**src/rtl/ledr_rx_pkg.sv**
```systemverilog
package ledr_rx_pkg;

    // Per-sample result of the line decoder
    typedef struct packed {
        logic evt;   // a new bit was detected in this sample
        logic val;   // value of that bit
        logic dbl;   // both wires changed (protocol violation)
    } rx_evt_t;

endpackage

```
**src/rtl/ledr_evt_det.sv**
```systemverilog
module ledr_evt_det
    import ledr_rx_pkg::*;
(
    input  logic    clk,
    input  logic    rst_n,
    input  logic    p_i,
    input  logic    s_i,
    output rx_evt_t ev_o
);

    typedef struct packed {
        logic p;
        logic s;
        logic par;
    } det_t;

    det_t det_d, det_q;

    always_comb begin
        ev_o.evt  = (p_i ^ s_i) ^ det_q.par;
        ev_o.val  = s_i;
        ev_o.dbl  = (p_i != det_q.p) && (s_i != det_q.s);
        det_d.p   = p_i;
        det_d.s   = s_i;
        det_d.par = det_q.par ^ ev_o.evt;
    end

    always_ff @(posedge clk) begin
        if (!rst_n) det_q <= '0;
        else        det_q <= det_d;
    end

endmodule

```
**src/rtl/ledr_lane.sv**
```systemverilog
module ledr_lane #(
    parameter int L = 4
) (
    input  logic         clk,
    input  logic         rst_n,
    input  logic         en_i,
    input  logic         din_i,
    output logic [L-1:0] nxt_o
);

    logic [L-1:0] slots_q;

    generate
        if (L == 1) begin : g_single
            always_comb nxt_o = en_i ? din_i : slots_q;
        end else begin : g_multi
            always_comb nxt_o = en_i ? {din_i, slots_q[L-1:1]} : slots_q;
        end
    endgenerate

    always_ff @(posedge clk) begin
        if (!rst_n) slots_q <= '0;
        else        slots_q <= nxt_o;
    end

endmodule

```
**src/rtl/ledr_word_rx.sv**
```systemverilog
module ledr_word_rx
    import ledr_rx_pkg::*;
#(
    parameter int W = 16,
    parameter int M = 4
) (
    input  logic         clk,
    input  logic         rst_n,
    input  logic         line_p,
    input  logic         line_s,
    input  logic         word_ready,
    output logic         word_valid,
    output logic [W-1:0] word_data,
    output logic         ack_lvl,
    output logic         proto_err
);

    localparam int LW = W / M;
    localparam int CW = (W > 1) ? $clog2(W) : 1;

    typedef struct packed {
        logic [CW-1:0] cnt;
        logic          vld;
        logic [W-1:0]  word;
        logic          ack;
        logic          err;
    } st_t;

    st_t st_d, st_q;

    rx_evt_t       ev;
    logic [CW-1:0] lane_idx;
    logic [M-1:0]  lane_en;
    logic [LW-1:0] lane_nxt [M];
    logic [W-1:0]  word_nxt;
    logic          accept;
    logic          done;

    ledr_evt_det u_det (
        .clk   (clk),
        .rst_n (rst_n),
        .p_i   (line_p),
        .s_i   (line_s),
        .ev_o  (ev)
    );

    assign lane_idx = st_q.cnt % CW'(M);

    generate
        for (genvar g = 0; g < M; g++) begin : g_lane
            assign lane_en[g] = ev.evt && (lane_idx == CW'(g));

            ledr_lane #(.L(LW)) u_lane (
                .clk   (clk),
                .rst_n (rst_n),
                .en_i  (lane_en[g]),
                .din_i (ev.val),
                .nxt_o (lane_nxt[g])
            );

            for (genvar k = 0; k < LW; k++) begin : g_slot
                assign word_nxt[k*M + g] = lane_nxt[g][k];
            end
        end
    endgenerate

    always_comb begin
        st_d     = st_q;
        st_d.err = 1'b0;
        accept   = st_q.vld && word_ready;
        done     = ev.evt && (st_q.cnt == CW'(W - 1));

        if (accept) begin
            st_d.vld = 1'b0;
            st_d.ack = ~st_q.ack;
        end

        if (ev.evt) begin
            st_d.cnt = done ? '0 : st_q.cnt + 1'b1;
        end

        if (done) begin
            if (st_q.vld && !accept) begin
                st_d.err = 1'b1;
            end else begin
                st_d.vld  = 1'b1;
                st_d.word = word_nxt;
            end
        end

        if (ev.dbl) begin
            st_d.err = 1'b1;
        end
    end

    always_ff @(posedge clk) begin
        if (!rst_n) st_q <= '0;
        else        st_q <= st_d;
    end

    assign word_valid = st_q.vld;
    assign word_data  = st_q.word;
    assign ack_lvl    = st_q.ack;
    assign proto_err  = st_q.err;

endmodule

```
**config.mk**
```make
export PLATFORM = sky130hd
export DESIGN_NAME = ledr_word_rx
export DESIGN_NICKNAME = d
export VERILOG_FILES = /design/src/rtl/ledr_rx_pkg.sv /design/src/rtl/ledr_evt_det.sv /design/src/rtl/ledr_lane.sv /design/src/rtl/ledr_word_rx.sv
export SDC_FILE = /design/constraint.sdc
export NUM_CORES = 1
export LEC_CHECK = 0
export ABC_CLOCK_PERIOD_IN_PS = 2180
export BUFFER_PORTS_ARGS = -buffer_cell sky130_fd_sc_hd__buf_2
export CORE_MARGIN = 3
export CORE_UTILIZATION = 39
export CTS_BUF_LIST = sky130_fd_sc_hd__clkbuf_4
export CTS_CLUSTER_SIZE = 14
export DETAILED_ROUTE_END_ITERATION = 7
export GPL_ROUTABILITY_DRIVEN = 0
export HOLD_SLACK_MARGIN = 0.08
export PLACE_DENSITY = 0.61
export SLEW_MARGIN = 5
export SYNTH_ARGS = -nofsm -noshare
export SYNTH_HDL_FRONTEND = slang
export SYNTH_SLANG_ARGS = --single-unit
```
**constraint.sdc**
```tcl
create_clock -name clk -period 2.18 [get_ports clk]
set_input_delay 0.327 -clock clk [delete_from_list [all_inputs] [get_ports clk]]
set_output_delay 0.327 -clock clk [all_outputs]
set_load 0.005 [all_outputs]
```
### After elaboration in Yosys (flattened, before gate mapping)

Cells that the tools add are included.

| storage, ports and cells | value |
|---|---|
| memory bits (writable) | 0 |
| register bits after elaboration | 42 |
| memories | 0 |
| bits in read-only memories | 0 |
| word-level logic and storage cells | 46 |
| bits in latches | 0 |

| cells by class | value |
|---|---|
| add/sub/neg operators | 1 |
| order comparisons | 0 |
| bitwise operators | 5 |
| multiplexer cells | 11 |
| reduce and logical (&&, ||, !) cells | 11 |
| eq/ne operators | 6 |
| shift operators | 0 |
| divide/modulo/power cells | 0 |
| multipliers | 0 |

Operator list:

| cell | count |
|---|---|
| $mux 17 | 2 |
| $mux 4 | 5 |
| $logic_and 1x1->1 | 8 |
| $add 4x1->4 const B | 1 |
| $eq 2x2->1 const B | 2 |
| $eq 4x4->1 const B | 1 |
| $logic_not 4->1 | 1 |
| $mux 1 | 4 |
| $xor 1x1->1 | 3 |
| $eq 2x1->1 const B | 1 |
| $ne 1x1->1 | 2 |
| $not 1->1 | 2 |
| $reduce_and 2->1 | 1 |
| $logic_not 1->1 | 1 |

### Logic depth before layout (Yosys ltp)

| depth | value |
|---|---|
| word-level depth | 6 |
| depth in mapped cells | 7 |
| depth with buffers taken out | 5 |

### Cells and area by module

Synthesis repeated with hierarchy kept, for this count alone.

| second synthesis, totals | value |
|---|---|
| cell total of the unflattened synthesis | 183 |
| area, all modules | 1,895.6 µm² |

Modules (own cells, without submodules):

| module | instances | area each (µm²) | cells each | seq. area each (µm²) |
|---|---|---|---|---|
| ledr_word_rx | 1 | 1,153.6 | 123 | 460.4 |
| ledr_lane | 4 | 153.9 | 12 | 80.1 |
| ledr_evt_det | 1 | 126.4 | 12 | 60.1 |

### Worst setup path before layout

OpenSTA, ideal clock, no wires.

| path | value |
|---|---|
| path kind | register to register |
| start point | register st_q[19] (netlist bit) |
| end point | register st_q, in the netlist word_data[0] |
| setup time | 116 ps |
| setup slack | 526 ps |
| cell stages (with the launch flop) | 8 |
| arrival | 1,537 ps |
| buffers on the path | 3 |
| path through | dfxtp_1 > ha_1 > and3_1 > clkbuf_1 > and3_1 > buf_6 > buf_6 > o211a_1 |

| on the way | value |
|---|---|
| word-level cells in the longest chain between the ends | 3 |

RTL lines:

| item | line | source |
|---|---|---|
| start, declared | ledr_word_rx.sv:29 | `st_t st_d, st_q;` |
| start signal, assigned | ledr_word_rx.sv:98 | `else st_q <= st_d;` |
| $eq 4x4->1 or $logic_not 4->1 (tied branches) | ledr_word_rx.sv:71, ledr_word_rx.sv:51 |  |
| $logic_and 1x1->1 (on tied branches) | ledr_word_rx.sv:71, ledr_word_rx.sv:51 |  |
| $reduce_and 2->1 (no line) or $mux 4 (tied branches) | - |  |

Several ways; a longest one is shown, not always the timed one.
A chain may end at the register's enable or synchronous reset.

### Final worst setup path

| path | value |
|---|---|
| start point | register st_q[20] (netlist bit) |
| end point | register st_q, in the netlist word_data[13] |

| on the way | value |
|---|---|
| word-level cells in the longest chain between the ends | 3 |

RTL lines:

| item | line |
|---|---|
| $eq 4x4->1 or $eq 2x1->1 (tied branches) | ledr_word_rx.sv:71, ledr_word_rx.sv:51 |
| $logic_and 1x1->1 (on tied branches) | ledr_word_rx.sv:71, ledr_word_rx.sv:51 |
| $reduce_and 2->1 (no line) or $mux 4 (tied branches) | - |

Several ways; a longest one is shown, not always the timed one.

==> qor.csv <==
stage;metric;value;unit
layout;Filler Cells Inserted;507;
layout;FF/Latch Area;821;µm²
setup_path;arrival time worst endpoint;1.97;ns
clock_tree;CTS buffer count;5;
global_route;grt total ovfl;0;
min_path;cell count of the worst hold path;2;
setup_path;largest fanout on the critical path;12;
synthesis;Syn Nets;214;
synthesis;flops & latches, synth;41;
layout;post-layout instance area;2060;µm²
setup_path;Critical R2R Capture;word_data[13];
layout;area grow syn2layout;4.57;%
layout;Final nets;215;
setup_path;WP data required;2.48;ns
global_route;largest net degree at the start of global routing;44;
route;drt via density;4.92;
route;DRT Wirelength;3500;µm
clock_tree;CTS Root Cell;clkbuf_4;
synthesis;syn_area_per_cell;9.63;µm²
pwr;power per cell area;680;nW/µm²
timing;unrepaired setup endpoints after global routing;false;
clock_tree;clk buf depth;2;
placed_design;dpl hpwl;2360;µm
layout;commonest non-fill, non-tap cell in the layout;dfxtp_1;
layout;share of cells above drive strength 1;19.3;%
clock_tree;Skew-Pair Late Insertion Delay;0.35;ns
clock_tree;post-CTS sizing;0;
route;post-route ant nets;0;
timing;Clock Skews;0.00855;ns
timing;Max Freq;0.597;GHz
clock_tree;# H-tree levels;2;
clock_tree;clock slew at reported path FFs;0.12;ns
timing;Slew Viols, Final;0;
setup_path;Reg2Reg Launch Point;st_q[20];
timing;Tmin final;1.67;ns
die;IO Pins;24;
setup_path;CP Capture Type;flop;
route;initial drt markers;55;
die;Die X;77.1;µm
synthesis;sequential area share after synthesis;41.6;%
timing;Hold Vio Cnt, Final;0;
job;maxcap violations;0;
synthesis;Post-Syn Area;1970;µm²
run_status;status;completed;
route;drt wl/cell;12.8;µm
layout;most frequent cells in the layout;dfxtp_1, nand2_1, mux2i_1;
synthesis;Mapped Cells;205;
min_path;Hold Path End;u_det.det_q[2];
placed_design;Post-DP Area;2000;µm²
setup_path;Startpoint Class;flop;
die;row cnt;25;
min_path;Hold Path Class;in2reg;
setup_path;path depth of the worst reg2reg path;5;
die;Core ar.;4820;µm²
min_path;hold path startpoint;line_p;
setup_path;Setup Crit Path Kind;reg2reg;
clock_tree;CTS tree;yes;
clock_tree;hold buffer count at CTS;0;
timing;Worst Tran Pin Value;0.685;ns
timing;# setup viols final;0;
pwr;LEAKAGE;1.04;nW
setup_path;r2r setup slk;0.51;ns
synthesis;synth unique cells;31;
layout;post-layout util;42.8;%
global_route;total track usage;12.7;%
pwr;VDD IR max;244;µV
timing;Setup TNS;0;ns
die;Die H;77.1;µm
route;DRC violations left;0;
global_route;initial antenna violation count;0;
route;via count;1347;
global_route;global-route wire length before repair;6060;µm
route;Detailed Routing Iterations Pass 1;4;
global_route;number of global-route vias before repair;1316;
clock_tree;clock sinks;41;
timing;fin crit share;76.8;%
layout;area of the multi-input gates;935;µm²
timing;Worst slew margin;54.3;%
clock_tree;setup repair bufs after CTS;0;
synthesis;Ys Warns;0;
die;Initial Utilization;41.0;%
die;full die area;5950;µm²
layout;number of diodes;0;
placed_design;Port Buffer Count;23;
[final cells by class]
class,instances,area share (%)
clock buffer,8,2.91
inverter,3,0.546
multi-input combinational,127,45.3
sequential,41,39.8
tap,67,4.06
timing repair buffer,28,7.40
[sequential cells by signal, summed over array words and instances, names as in the netlist]
register               cells
word_data                 16
st_q                       4
ack_lvl                    1
g_lane.u_lane.slots_q     15
proto_err                  1
word_valid                 1
u_det.det_q                3
[cells by family after synthesis]
kind of cell,synth area share [%]
simple gates,15.3
flops,41.6
buf+inv,11.0
compound gates,12.9
mux,13.2
xor+xnor,3.42
fa+ha+maj,2.54
[synth_stat cells]
library cell	instances	area, µm²
xor3_1	1	23.8
o211a_1	9	90.1
mux2i_1	26	260
a22o_1	4	35.0
buf_4	16	120
clkbuf_2	1	5.00
nand2_1	31	116
xnor2_1	2	17.5
and2_1	8	50.1
and3_1	2	12.5
nand2b_1	5	31.3
xor2_1	3	26.3
a31oi_1	4	25.0
nor2_1	1	3.75
a21oi_1	1	5.00
buf_6	2	22.5
nor2b_1	1	6.26
ha_1	4	50.1
a21o_1	4	30.0
nand3b_1	1	7.51
nand4_1	9	56.3
inv_1	3	11.3
o21a_1	1	7.51
buf_2	2	10.0
a31o_2	4	35.0
a21boi_0	3	22.5
and4b_1	1	10.0
nor3b_1	1	7.51
o21ai_0	1	5.00
dfxtp_1	41	821
clkbuf_1	13	48.8
[per-stage QoR]
stage	hold WS [ns]	std cells	setup slack, ns	power [mW]
2_1_floorplan	0.435	205	0.526	0.972
3_3_place_gp	0.454	266	0.471	1.01
3_5_place_dp	0.449	266	0.447	1.01
4_1_cts	0.272	274	0.518	1.42
5_1_grt	0.281	274	0.395	1.48
6_report	0.280	274	0.505	1.40
[report_power, final]
group / internal (mW) / switching, mW / leakage (nW)
combinational: 0.0915 / 0.111 / 0.675
clock: 0.166 / 0.242 / 0.0368
sequential: 0.770 / 0.0216 / 0.332
total: 1.03 / 0.375 / 1.04
[worst max-delay path by stage]
stage                        start            end  slack, ns  cells past startpoint
after floorplan           st_q[19]   word_data[0]       0.53                      7
after CTS                 st_q[20]  word_data[13]       0.52                      5
after detailed placement    line_s  word_data[12]       0.45                      5
after global routing      st_q[19]  word_data[12]       0.39                      5
after global placement      line_s  word_data[13]       0.47                      5
final                     st_q[20]  word_data[13]       0.51                      5
[routing by layer]
layer	wire (µm)	GRT usage (%)	share of wire [%]	vias to the layer above
li1	-	-	-	685
met1	1850	16.4	53	633
met2	1460	19.6	42	21
met3	126	3.64	3.6	8
met4	68	5.34	1.9	0
met5	0	0	0	-
[critical path, cell delays in order, from the launching register on]
cell,delay [ns]
dfxtp_1,0.45
ha_1,0.27
and3_1,0.19
and3_1,0.30
buf_4,0.25
a31o_2,0.16
(Power assumes the default switching activity.)
